File: src/rtl/spi_bm_pkg.sv
package spi_bm_pkg;

    localparam logic [1:0] ADDR_CTRL = 2'd0;
    localparam logic [1:0] ADDR_STAT = 2'd1;
    localparam logic [1:0] ADDR_DATA = 2'd2;

    localparam int CB_IE  = 7;
    localparam int CB_EN  = 6;
    localparam int CB_MST = 4;

    localparam logic [7:0] CTRL_MASK = 8'hD3;

    typedef struct packed {
        logic [7:0] ctrl;
        logic       dbl;
    } cfg_t;

endpackage

File: src/rtl/sm_rate_sel.sv
module sm_rate_sel #(
    parameter int HALF_W = 7
) (
    input  logic [1:0]        rate,
    input  logic              dbl,
    output logic [HALF_W-1:0] half
);
    localparam int BW = HALF_W + 1;

    logic [BW-1:0] base;

    // base is the half period (in system clocks) at normal speed
    always_comb begin
        case (rate)
            2'd0:    base = BW'(2);
            2'd1:    base = BW'(8);
            2'd2:    base = BW'(32);
            default: base = BW'(64);
        endcase
        half = HALF_W'(base >> dbl);
    end

    always_comb begin
        a_r3_half_nonzero: assert (half != '0);
    end

endmodule

File: src/rtl/sm_shifter.sv
module sm_shifter #(
    parameter int DATA_W = 8,
    parameter int HALF_W = 7
) (
    input  logic              clk,
    input  logic              rst_n,
    input  logic              start,
    input  logic [DATA_W-1:0] load_byte,
    input  logic              abort,
    input  logic [HALF_W-1:0] half,
    input  logic              miso,
    output logic              sck,
    output logic              mosi,
    output logic              busy,
    output logic              done,
    output logic [DATA_W-1:0] rx_byte
);
    localparam int PH_W = $clog2(2 * DATA_W);
    localparam logic [PH_W-1:0] PH_LAST = PH_W'(2 * DATA_W - 1);

    typedef struct packed {
        logic              busy;
        logic              sck;
        logic              smp;
        logic [HALF_W-1:0] div;
        logic [HALF_W-1:0] hlf;
        logic [PH_W-1:0]   ph;
        logic [DATA_W-1:0] sh;
    } sh_t;

    sh_t q, d;

    always_comb begin
        d    = q;
        done = 1'b0;
        if (abort) begin
            d.busy = 1'b0;
            d.sck  = 1'b0;
            d.div  = '0;
            d.ph   = '0;
        end else if (!q.busy) begin
            if (start) begin
                d.busy = 1'b1;
                d.sck  = 1'b0;
                d.div  = '0;
                d.ph   = '0;
                d.sh   = load_byte;
                d.hlf  = half;
            end
        end else if (q.div == q.hlf - 1'b1) begin
            d.div = '0;
            d.ph  = q.ph + 1'b1;
            if (!q.sck) begin
                d.sck = 1'b1;
                d.smp = miso;
            end else begin
                d.sck = 1'b0;
                d.sh  = {q.sh[DATA_W-2:0], q.smp};
                if (q.ph == PH_LAST) begin
                    d.busy = 1'b0;
                    done   = 1'b1;
                end
            end
        end else begin
            d.div = q.div + 1'b1;
        end
    end

    always_ff @(posedge clk or negedge rst_n) begin
        if (!rst_n) q <= '0;
        else        q <= d;
    end

    assign sck     = q.sck;
    assign mosi    = q.sh[DATA_W-1];
    assign busy    = q.busy;
    assign rx_byte = q.sh;

    // clock idles low outside a transfer
    a_r4_sck_idle_low: assert property (@(posedge clk) disable iff (!rst_n)
        !q.busy |-> !q.sck);
    // MOSI does not move while SCK is high
    a_r4_mosi_hold: assert property (@(posedge clk) disable iff (!rst_n)
        q.sck |-> $stable(mosi));
    // divider count stays inside the latched half period
    a_r2_div_bound: assert property (@(posedge clk) disable iff (!rst_n)
        q.busy |-> (q.div < q.hlf));

endmodule

File: src/rtl/sm_flags.sv
module sm_flags (
    input  logic clk,
    input  logic rst_n,
    input  logic stat_rd,
    input  logic data_acc,
    input  logic done_set,
    input  logic fault_set,
    input  logic coll_set,
    input  logic irq_ack,
    output logic done_flag,
    output logic coll_flag
);
    typedef struct packed {
        logic spif;
        logic wcol;
        logic arm_s;
        logic arm_w;
    } fl_t;

    fl_t q, d;

    always_comb begin
        d = q;
        if (stat_rd) begin
            d.arm_s = q.arm_s | q.spif;
            d.arm_w = q.arm_w | q.wcol;
        end
        if (data_acc) begin
            if (q.arm_s) d.spif = 1'b0;
            if (q.arm_w) d.wcol = 1'b0;
            d.arm_s = 1'b0;
            d.arm_w = 1'b0;
        end
        if (irq_ack)               d.spif = 1'b0;
        if (done_set || fault_set) d.spif = 1'b1;
        if (coll_set)              d.wcol = 1'b1;
    end

    always_ff @(posedge clk or negedge rst_n) begin
        if (!rst_n) q <= '0;
        else        q <= d;
    end

    assign done_flag = q.spif;
    assign coll_flag = q.wcol;

    // completion pulse from the shifter raises the flag
    a_r5_done_sets: assert property (@(posedge clk) disable iff (!rst_n)
        done_set |=> done_flag);
    // a colliding write raises the collision flag
    a_r6_coll_sets: assert property (@(posedge clk) disable iff (!rst_n)
        coll_set |=> coll_flag);
    // an unseen completion flag survives a data access
    a_r7_unseen_kept: assert property (@(posedge clk) disable iff (!rst_n)
        (data_acc && q.spif && !q.arm_s && !irq_ack) |=> done_flag);
    // acknowledge clears the completion flag
    a_r8_ack_clears: assert property (@(posedge clk) disable iff (!rst_n)
        (irq_ack && !done_set && !fault_set) |=> !done_flag);

endmodule

File: src/rtl/spi_byte_master.sv
module spi_byte_master #(
    parameter int DATA_W = 8,
    parameter int HALF_W = 7
) (
    input  logic              clk,
    input  logic              rst_n,
    input  logic              bus_sel,
    input  logic              bus_we,
    input  logic [1:0]        bus_addr,
    input  logic [DATA_W-1:0] bus_wdata,
    output logic [DATA_W-1:0] bus_rdata,
    input  logic              glob_ie,
    input  logic              irq_ack,
    output logic              irq,
    output logic              sck,
    output logic              mosi,
    input  logic              miso,
    input  logic              ss_is_input,
    input  logic              ss_n
);
    import spi_bm_pkg::*;

    cfg_t q, d;

    logic              wr_ctrl, wr_stat, wr_data, rd_stat, data_acc;
    logic              fault, start, coll;
    logic              busy, done, done_flag, coll_flag;
    logic [HALF_W-1:0] half;
    logic [DATA_W-1:0] rx_byte;

    assign wr_ctrl  = bus_sel && bus_we && (bus_addr == ADDR_CTRL);
    assign wr_stat  = bus_sel && bus_we && (bus_addr == ADDR_STAT);
    assign wr_data  = bus_sel && bus_we && (bus_addr == ADDR_DATA);
    assign rd_stat  = bus_sel && !bus_we && (bus_addr == ADDR_STAT);
    assign data_acc = bus_sel && (bus_addr == ADDR_DATA);

    assign fault = q.ctrl[CB_MST] && ss_is_input && !ss_n;
    assign start = wr_data && q.ctrl[CB_EN] && q.ctrl[CB_MST] && !busy && !fault;
    assign coll  = wr_data && busy;

    always_comb begin
        d = q;
        if (wr_ctrl) d.ctrl = bus_wdata[7:0] & CTRL_MASK;
        if (wr_stat) d.dbl  = bus_wdata[0];
        if (fault)   d.ctrl[CB_MST] = 1'b0;
    end

    always_ff @(posedge clk or negedge rst_n) begin
        if (!rst_n) q <= '0;
        else        q <= d;
    end

    sm_rate_sel #(.HALF_W(HALF_W)) u_rate (
        .rate (q.ctrl[1:0]),
        .dbl  (q.dbl),
        .half (half)
    );

    sm_shifter #(.DATA_W(DATA_W), .HALF_W(HALF_W)) u_shift (
        .clk       (clk),
        .rst_n     (rst_n),
        .start     (start),
        .load_byte (bus_wdata),
        .abort     (fault),
        .half      (half),
        .miso      (miso),
        .sck       (sck),
        .mosi      (mosi),
        .busy      (busy),
        .done      (done),
        .rx_byte   (rx_byte)
    );

    sm_flags u_flags (
        .clk       (clk),
        .rst_n     (rst_n),
        .stat_rd   (rd_stat),
        .data_acc  (data_acc),
        .done_set  (done),
        .fault_set (fault),
        .coll_set  (coll),
        .irq_ack   (irq_ack),
        .done_flag (done_flag),
        .coll_flag (coll_flag)
    );

    always_comb begin
        case (bus_addr)
            ADDR_CTRL: bus_rdata = DATA_W'(q.ctrl);
            ADDR_STAT: bus_rdata = DATA_W'({done_flag, coll_flag, 5'b0, q.dbl});
            ADDR_DATA: bus_rdata = rx_byte;
            default:   bus_rdata = '0;
        endcase
    end

    assign irq = done_flag && q.ctrl[CB_IE] && glob_ie;

    // a slave-select fault leaves master mode and stops the shifter
    a_r9_fault_exit: assert property (@(posedge clk) disable iff (!rst_n)
        fault |=> (!q.ctrl[CB_MST] && !busy && !sck && done_flag));
    // a colliding write does not disturb the running transfer
    a_r6_coll_keeps_busy: assert property (@(posedge clk) disable iff (!rst_n)
        (coll && !done && !fault) |=> busy);

endmodule

File: config.mk
export PLATFORM = sky130hd
export DESIGN_NAME = spi_byte_master
export DESIGN_NICKNAME = d
export VERILOG_FILES = /design/src/rtl/spi_bm_pkg.sv /design/src/rtl/sm_rate_sel.sv /design/src/rtl/sm_shifter.sv /design/src/rtl/sm_flags.sv /design/src/rtl/spi_byte_master.sv
export SDC_FILE = /design/constraint.sdc
export NUM_CORES = 1
export LEC_CHECK = 0
export BUFFER_PORTS_ARGS = -buffer_cell sky130_fd_sc_hd__buf_4
export CAP_MARGIN = 25
export CELL_PAD_IN_SITES_DETAIL_PLACEMENT = 1
export CELL_PAD_IN_SITES_GLOBAL_PLACEMENT = 2
export CORE_UTILIZATION = 39
export CTS_CLUSTER_DIAMETER = 30
export CTS_CLUSTER_SIZE = 8
export DETAILED_ROUTE_END_ITERATION = 16
export HOLD_SLACK_MARGIN = 0.1
export PLACE_DENSITY_LB_ADDON = 0.25
export SYNTH_ARGS = -nofsm -noshare
export SYNTH_HDL_FRONTEND = slang
export SYNTH_SLANG_ARGS = --single-unit
File: constraint.sdc
create_clock -name clk -period 4.4 [get_ports clk]
set_input_delay 0.22 -clock clk [delete_from_list [all_inputs] [get_ports clk]]
set_output_delay 0.22 -clock clk [all_outputs]
set_load 0.02 [all_outputs]
Word-level counts from Yosys, hierarchy flattened
Cells that the tools add are included.
Widths: inputs -> output; s select.
{"block": "word_totals", "ff_bits": 39, "out_inout_bits": 11}
{"block": "classes", "add_sub_neg": 3, "eq_ne": 9, "shift": 1, "muxes": 32, "bitwise": 5, "n_reduce_logical": 37}
{"operator": "$mux 26", "n": 1}
{"operator": "$mux 12", "n": 2}
{"operator": "$pmux 8 s3", "n": 1}
{"operator": "$mux 7", "n": 3}
{"operator": "$pmux 7 s3", "n": 1}
{"operator": "$logic_and 1x1->1", "n": 16}
{"operator": "$mux 1", "n": 15}
{"operator": "$reduce_bool 2->1", "n": 5}
{"operator": "$reduce_bool 3->1", "n": 3}
{"operator": "$mux 2", "n": 4}
{"operator": "$mux 4", "n": 2}
{"operator": "$mux 8", "n": 1}
{"operator": "$reduce_and 4->1", "n": 2}
{"operator": "$add 7x1->7 const B", "n": 1}
{"operator": "$eq 7x7->1", "n": 1}
{"operator": "$shr 7x1->7", "n": 1}
{"operator": "$sub 7x1->7 const B", "n": 1}
{"operator": "$reduce_and 2->1", "n": 3}
{"operator": "$mux 5", "n": 1}
{"operator": "$add 4x1->4 const B", "n": 1}
{"operator": "$eq 2x1->1 const B", "n": 2}
{"operator": "$eq 2x2->1 const B", "n": 2}
{"operator": "$eq 4x4->1 const B", "n": 1}
{"operator": "$logic_not 1->1", "n": 4}
{"operator": "other kinds (8)", "n": 13}

Logic depth before layout (Yosys ltp)
Gate-level depths: netlist of run 1.
{"block": "logic_depth", "word_depth": 9, "mapped_depth": 9, "ltp_nobuf": 8}

Modules after synthesis
Synthesis of run 1 repeated with hierarchy kept, for this count alone.
{"block": "hier_totals", "cells_unflattened": 233, "area_unflattened_um2": 2367.3}
{"module": "sm_shifter", "n_inst": 1, "cells_each": 166, "area_per_inst_um2": 1735.4}
{"module": "spi_byte_master", "n_inst": 1, "cells_each": 45, "area_per_inst_um2": 422.9}
{"module": "sm_flags", "n_inst": 1, "cells_each": 13, "area_per_inst_um2": 146.4}
{"module": "sm_rate_sel", "n_inst": 1, "cells_each": 9, "area_per_inst_um2": 62.6}

Worst setup path after synthesis of run 1
No wires, ideal clock.
{"block": "synth_path", "path_kind": "reg2reg", "start": "register u_shift.q[12] (netlist bit)", "end": "register u_shift.q[26] (netlist bit)", "setup_time_ns": 0.127, "arrival_ns": 2.132, "t_required_ns": 4.273, "setup_slack_ns": 2.141, "stages_incl_launch_ff": 10, "path_buffers": 1, "period_less_slack_ns": 2.259, "cell_sequence": "dfrtp_1 -> inv_1 -> ha_1 -> nor3b_1 -> mux2i_1 -> a211oi_2 -> a2111o_1 -> buf_6 -> nor2_4 -> mux2_1"}
{"block": "synth_between", "elab_chain_len": 3}
{"item": "start, declared", "line_no": "sm_shifter.sv:31", "source": "sh_t q, d;"}
{"item": "start signal, assigned", "line_no": "sm_shifter.sv:70", "source": "if (!rst_n) q <= '0;"}
{"item": "start signal, assigned", "line_no": "sm_shifter.sv:71", "source": "else q <= d;"}
{"item": "$sub 7x1->7", "line_no": "sm_shifter.sv:50", "source": "end else if (q.div == q.hlf - 1'b1) begin"}
{"item": "$eq 7x7->1", "line_no": "sm_shifter.sv:50"}
{"item": "$reduce_and 4->1 (no line)"}
No other way between the ends.
A chain may end at the register's enable or synchronous reset.

Final worst setup path of run 1
{"block": "layout_path", "start": "register u_shift.q[12] (netlist bit)", "end": "register u_shift.q[10] (netlist bit)"}
{"block": "layout_between", "elab_chain_len": 4}
{"item": "$sub 7x1->7", "line_no": "sm_shifter.sv:50"}
{"item": "$eq 7x7->1", "line_no": "sm_shifter.sv:50"}
{"item": "$ne 3x3->1 (no line)"}
{"item": "$reduce_and 2->1 (no line)"}
No other way between the ends.

==> flow_metrics.py, run 1 <==
metrics = {
    "final_layout": {
        "syn2layout_area_growth_pct": 11.78,
        "final_cell_mix": "39 x dfrtp_1, 32 x nand2_1, 30 x buf_4, 14 x nor2_1, 13 x o21ai_0",
        "layout.filler_cells": 681,
        "antenna_cells_inserted": 0,
        "post_route_cells_drive_above_1_share_pct": 21.13,
        "final_cells": 340,
        "final_common_cell": "dfrtp_1",
        "final_net_count": 286,
    },
    "timing": {
        "layout_worst_path_cycle_share_pct": 62.47,
        "layout_min_cycle_time_ns": 2.749,
        "whs_ns": 0.1413,
        "final_hold_viol_count": 0,
        "worst_slew_margin_rel_pct": 41.81,
        "setup_slack_ns": 1.651,
        "report.final.setup_viol": 0,
        "fmax_mhz": 363.8,
        "setup_repair_after_global_routing_missed_its_margin": "false",
        "final.setup.tns_ns": 0,
        "worstMarginPinSlew_ns": 0.8696,
        "final.setup_skew_ns": 0.004156,
        "final-max-slew-violation-count": 0,
    },
    "pwr": {
        "internal_power_mw": 0.6929,
        "power_frac_clock_pct": 22.4,
        "ir_drop_uv": 142.6,
        "total_leakage_power_nw": 1.216,
        "power_switching_share_pct": 37.35,
        "pwr-share-seq_pct": 47.6,
        "power.density_nw_per_um2": 415.8,
        "net_switching_power_figure_mw": 0.4132,
        "pwr-share-comb_pct": 30.1,
        "total_power_mw": 1.106,
    },
    "clock_network": {
        "cts_made_buffers": 5,
        "clkTransAtPathRegs_ns": 0.08,
        "cts.repair.resized": 0,
        "cts_buffer_depth": 2,
        "ctsRootBufferMaster": "clkbuf_8",
        "cts_tree": "done",
        "h-tree-depth": 2,
        "clock_latency_at_the_later_pin_of_the_worst_skew_pair_ns": 0.29,
        "cts.repair_timing.setup_buffer_count": 0,
        "tritoncts_num_sinks": 39,
    },
    "synthesis": {
        "post_synth_and_or_nand_nor_area_fraction_pct": 23.13,
        "yosysUniqueCellTypes": 57,
        "syn-cell-area_um2": 2380,
        "synth_largest_type_area_fraction_pct": 41.01,
        "postSynthNetCount": 264,
        "syn_area_per_cell_um2": 9.834,
        "yosys-mux-area-fraction_pct": 5.889,
        "combinational_family_with_the_most_area_after_synthesis": "simple AND/OR/NAND/NOR gates",
        "ys_top_cells_by_area": "dfrtp_1 41%, nand2_1 5.0%, xnor2_1 3.7%",
        "synth-main-ff-cell": "dfrtp_1",
        "ys_ff_latch": 39,
        "synth.yosys.warnings": 0,
        "post_synth_fa_ha_maj_area_fraction_pct": 1.577,
        "netlist_instances": 242,
        "postSynth.asyncResetShare_pct": 100.0,
        "synth-edff-count": 0,
        "largest_area_contributor_in_the_synthesized_netlist": "dfrtp_1",
        "synth_seq_area_share_pct": 41.01,
        "synth_xor_xnor_area_share_pct": 5.152,
        "synth_compound_gate_area_share_pct": 16.51,
    },
    "place": {
        "dp.cells": 331,
        "place_hpwl_um": 4304,
        "gpl.final_weighted_congestion": 0.7936,
        "dpl_worst_slack_ns": 1.625,
        "port_buffers": 29,
    },
    "floorplanning": {
        "die_w_um": 80.12,
        "rows": 28,
        "die-area_um2": 6418,
        "fp.coreArea_um2": 5886,
        "floorplan.die.height_um": 80.12,
        "initial_utilization_pct": 40.43,
        "floorplan.io_pins": 30,
    },
    "routing": {
        "drc": 0,
        "drt_pass1_iterations": 4,
        "overall_via_count_from_detail_route": 1899,
        "route.detailed.vias_per_inst": 5.585,
        "drt-wirelength-per-cell_um": 17.50,
        "initial_detailed_routing_violation_count": 71,
        "wl_um": 5950,
        "ant_nets": 0,
    },
    "global_route": {
        "grt_first_pass_wirelength_um": 9956,
        "antenna_violations_before_repair": 0,
        "grt_use_total_pct": 20.50,
        "overflow": 0,
        "number_of_global_route_vias_before_repair": 1987,
        "grt_start_max_net_pins": 40,
    },
    "worst_hold_path": {
        "worst_hold_path_type": "primary input to register",
    },
    "flow_run": {
        "max-cap-violations": 0,
    },
    "setup_path": {
        "worst_setup_path_start_kind": "register",
        "element_type_at_the_critical_path_end": "register",
        "cp_max_fo": 13,
        "critPathRequiredTime_ns": 4.58,
        "timing.setup.critical_path_class": "register to register",
        "arrival_ns": 2.93,
    },
    "run_status": {
        "outcome": "complete, no violations",
    },
}
[timing repair]
action	in CTS	in global routing
endpoints found under the hold margin	39	0
hold buffers	1	0
endpoints found under the setup margin	0	0
[cell usage after synthesis, types with 2 or more instances]
library cell,instances
xor2_1,4
mux2i_1,8
and3_1,6
a21oi_1,6
and2_2,3
a21o_1,2
dfrtp_1,39
ha_1,3
xnor2_1,10
clkbuf_1,5
mux2_2,3
inv_1,7
nor2b_1,5
o22ai_1,5
o41ai_1,3
nand4_1,2
a2bb2oi_1,3
a22o_1,3
a211oi_2,2
o21ai_0,13
buf_6,3
and4b_1,4
nand2_1,32
a31o_2,2
nor3b_1,2
and2_1,5
nor2_1,14
o22a_1,3
a311oi_1,5
buf_4,2
clkbuf_8,4
nand3_1,9
[per-layer routing]
layer / routed length (um) / global-route usage [%] / vias up
met5: 0 / 0 / -
met4: 85 / 6.429 / 0
met3: 132 / 3.523 / 7
met2: 2764 / 32.39 / 24
met1: 2968 / 28.43 / 954
li1: - / - / 914
[cell type report]
| cell class | count | area, um^2 | area share [%] |
|---|---|---|---|
| inverters | 7 | 26.28 | 0.9878 |
| flip-flops and latches | 39 | 975.9 | 36.69 |
| multi-input cells | 180 | 1244 | 46.75 |
| repair buffers | 31 | 235.2 | 8.843 |
| well taps | 75 | 93.84 | 3.528 |
| clock buffers | 6 | 72.57 | 2.728 |
| clock inverters | 2 | 12.51 | 0.4704 |
[metrics by stage]
step,utilization [%],instance area [um^2]
floorplan,-,2380
global placement,43.58,2565
detailed placement,43.58,2565
CTS,45.20,2660
global route,45.20,2660
finish,45.20,2660
[final timing paths]
kind	slack, ns	startpoint	end	cells after the start
max	1.65	u_shift.q[12]	u_shift.q[10]	8
min	0.14	miso	u_shift.q[26]	2
max reg2reg	1.65	u_shift.q[12]	u_shift.q[10]	8
min reg2reg	0.51	u_shift.q[26]	u_shift.q[26]	1
max in group asynchronous	3.60	rst_n	u_shift.rx_byte[2]	2
min in group asynchronous	0.44	rst_n	u_shift.q[23]	2
[power groups by stage]
stage               logic, mW  registers (mW)  clock network, mW
global placement        0.325           0.532                  0
global route            0.372           0.537              0.270
floorplan               0.271           0.492                  0
detailed placement      0.334           0.533                  0
CTS                     0.338           0.526              0.254
finish                  0.333           0.526              0.248
[cells by family (layout without fill, tap and decap cells)]
kind of cell / Yosys count / after routing
AOI/OAI and AO/OA: 53 / 53
xor gates and xnor gates: 14 / 14
adders and majority gates: 3 / 3
buffers and inverters: 23 / 46
DFF: 39 / 39
muxes: 13 / 13
and+or+nand+nor: 97 / 97
[critical path, cell delays in order, from the launching register on]
cell	delay, ns
dfrtp_1	0.45
inv_1	0.08
ha_1	0.19
nor3b_1	0.26
mux2i_1	0.26
a211oi_2	0.11
a211oi_2	0.71
a21oi_1	0.20
a221o_1	0.37
[sequential cells by signal, summed over array words and instances (netlist names)]
name and flops:
u_shift.q 19, q 6, u_flags.done_flag 1, u_shift.busy 1, u_flags.coll_flag 1, u_shift.sck 1
u_flags.q 2, u_shift.rx_byte 8
No activity file was read; power rests on OpenSTA's default activity.
==> run 2, diff against run 1 <==
--- a/config.mk
+++ b/config.mk
@@ -9,7 +9,7 @@
 export CAP_MARGIN = 25
 export CELL_PAD_IN_SITES_DETAIL_PLACEMENT = 1
 export CELL_PAD_IN_SITES_GLOBAL_PLACEMENT = 2
-export CORE_UTILIZATION = 39
+export CORE_UTILIZATION = 37
 export CTS_CLUSTER_DIAMETER = 30
 export CTS_CLUSTER_SIZE = 8
 export DETAILED_ROUTE_END_ITERATION = 16
==> constraint.sdc (replaced) <==
create_clock -name clk -period 2.78 [get_ports clk]
set_input_delay 0.139 -clock clk [delete_from_list [all_inputs] [get_ports clk]]
set_output_delay 0.139 -clock clk [all_outputs]
set_load 0.02 [all_outputs]
==> run 2 against run 1 <==
  * Fmax up 11%
  * Die area up 5.3%
  * Global-route usage down 0.83 points
  * Critical path depth unchanged
  * Final cell count up 2.4%
==> flow_metrics.py, run 2 (synthesized netlist as in run 1, its figures left out) <==
metrics = {
    "run_status": {
        "outcome": "complete, no violations",
    },
    "routing": {
        "drc": 0,
        "drt-wirelength-per-cell_um": 16.82,
        "wl_um": 5855,
        "overall_via_count_from_detail_route": 1881,
        "ant_nets": 0,
        "drt_pass1_iterations": 4,
        "initial_detailed_routing_violation_count": 92,
        "route.detailed.vias_per_inst": 5.405,
    },
    "timing": {
        "setup_slack_ns": 0.3017,
        "final_hold_viol_count": 0,
        "final-max-slew-violation-count": 0,
        "layout_worst_path_cycle_share_pct": 89.15,
        "layout_min_cycle_time_ns": 2.478,
        "worstMarginPinSlew_ns": 0.5881,
        "worst_slew_margin_rel_pct": 60.26,
        "fmax_mhz": 403.5,
        "report.final.setup_viol": 0,
        "final.setup.tns_ns": 0,
        "final.setup_skew_ns": 0.006165,
        "whs_ns": 0.1361,
        "setup_repair_after_global_routing_missed_its_margin": "false",
    },
    "worst_hold_path": {
        "min_from": "bus_wdata[4]",
        "holdPathStages": 3,
        "min_delay_endpoint": "q[5]",
        "worst_hold_path_type": "primary input to register",
    },
    "final_layout": {
        "post_route_cells_drive_above_1_share_pct": 21.98,
        "largest_register_ff_count": 19,
        "antenna_cells_inserted": 0,
        "final_common_cell": "dfrtp_1",
        "final_cell_mix": "39 x dfrtp_1, 32 x nand2_1, 32 x buf_4, 14 x nor2_1, 13 x o21ai_0",
        "final_net_count": 294,
        "register_with_the_highest_flop_count": "u_shift.q",
        "syn2layout_area_growth_pct": 16.14,
        "final_cells": 348,
    },
    "global_route": {
        "antenna_violations_before_repair": 0,
        "number_of_global_route_vias_before_repair": 1929,
        "grt_start_max_net_pins": 40,
        "grt_first_pass_wirelength_um": 9798,
        "grt_use_total_pct": 19.67,
        "overflow": 0,
    },
    "place": {
        "place_hpwl_um": 4278,
        "gpl.final_weighted_congestion": 0.7762,
        "port_buffers": 29,
        "dpl_worst_slack_ns": 0.3010,
        "dp.cells": 334,
    },
    "setup_path": {
        "critPathRequiredTime_ns": 2.96,
        "slack_of_the_worst_reg_to_reg_path_ns": 0.30,
        "timing.setup.critical_path_class": "register to register",
        "worst_setup_path_start_kind": "register",
        "arrival_ns": 2.66,
        "cp_max_fo": 9,
        "element_type_at_the_critical_path_end": "register",
        "r2r_end": "u_shift.q[26]",
        "ff2ff_path_depth": 8,
        "reg2reg_from": "u_shift.q[12]",
    },
    "pwr": {
        "power.density_nw_per_um2": 663.9,
        "ir_drop_uv": 243.0,
        "pwr-share-comb_pct": 31.5,
        "pwr-share-seq_pct": 44.7,
        "total_leakage_power_nw": 1.265,
        "power_switching_share_pct": 35.56,
        "power_frac_clock_pct": 23.7,
        "net_switching_power_figure_mw": 0.6525,
        "internal_power_mw": 1.183,
    },
    "floorplanning": {
        "die-area_um2": 6757,
        "floorplan.die.height_um": 82.20,
        "fp.coreArea_um2": 6061,
        "floorplan.io_pins": 30,
        "initial_utilization_pct": 39.27,
        "die_w_um": 82.20,
        "rows": 28,
    },
    "clock_network": {
        "clock_latency_at_the_later_pin_of_the_worst_skew_pair_ns": 0.30,
        "cts_tree": "done",
        "h-tree-depth": 2,
        "cts_buffer_depth": 2,
        "clkTransAtPathRegs_ns": 0.08,
        "cts_made_buffers": 5,
        "tritoncts_num_sinks": 39,
        "ctsRootBufferMaster": "clkbuf_8",
    },
    "flow_run": {
        "max-cap-violations": 0,
    },
}
## run 2: routing by layer
metal  track usage [%]  part of all wire, %  vias to the layer above
li1                  -                    -                      928
met1             27.31                   51                      923
met2             30.58                   45                       24
met3             3.736                  2.5                        6
met4             6.491                  1.2                        0
met5                 0                    0                        -
## run 2: area by class of cell
class / count / area [um^2]
fill: 699 / 3297
inverter: 7 / 26.28
clock buffer: 7 / 96.34
tap: 75 / 93.84
clock inverter: 1 / 7.507
sequential: 39 / 975.9
multi-input combinational: 180 / 1244
timing repair buffer: 39 / 320.3
## run 2: what timing repair did
| action | CTS | global route |
|---|---|---|
| resized for setup | 0 | 0 |
| hold buffers | 6 | 0 |
| endpoints found under the hold margin | 45 | 0 |
| buffers inserted | 0 | 0 |
## run 2: power by group through the flow
stage          clock, mW  sequential [mW]  combinational (mW)
6_report           0.435            0.821               0.579
3_5_place_dp           0            0.832               0.580
4_1_cts            0.451            0.821               0.589
3_3_place_gp           0            0.830               0.571
5_1_grt            0.469            0.841               0.649
2_1_floorplan          0            0.778               0.429
## run 2: how the worst max path moves through the flow
stage	from	end
floorplan	u_shift.q[12]	u_shift.q[26]
global route	u_shift.q[12]	u_shift.q[26]
global placement	u_shift.q[12]	u_shift.q[26]
finish	u_shift.q[12]	u_shift.q[26]
CTS	u_shift.q[12]	u_shift.q[26]
detailed placement	u_shift.q[12]	u_shift.q[26]
## run 2: worst max-delay path, stage by stage, from the launching register on
cell and delay, ns:
dfrtp_1 0.45, inv_1 0.08, ha_1 0.20, nor3b_1 0.24, mux2i_1 0.24, a211oi_2 0.10
a2111o_1 0.57, nor2_4 0.15, mux2_1 0.32
## run 2: metrics by stage
| stage | area, um^2 | total power [mW] | utilization [%] |
|---|---|---|---|
| 3_3_place_gp | 2600 | 1.401 | 42.90 |
| 3_5_place_dp | 2600 | 1.412 | 42.90 |
| 2_1_floorplan | 2380 | 1.207 | - |
| 4_1_cts | 2764 | 1.861 | 45.60 |
| 6_report | 2764 | 1.835 | 45.60 |
| 5_1_grt | 2764 | 1.960 | 45.60 |
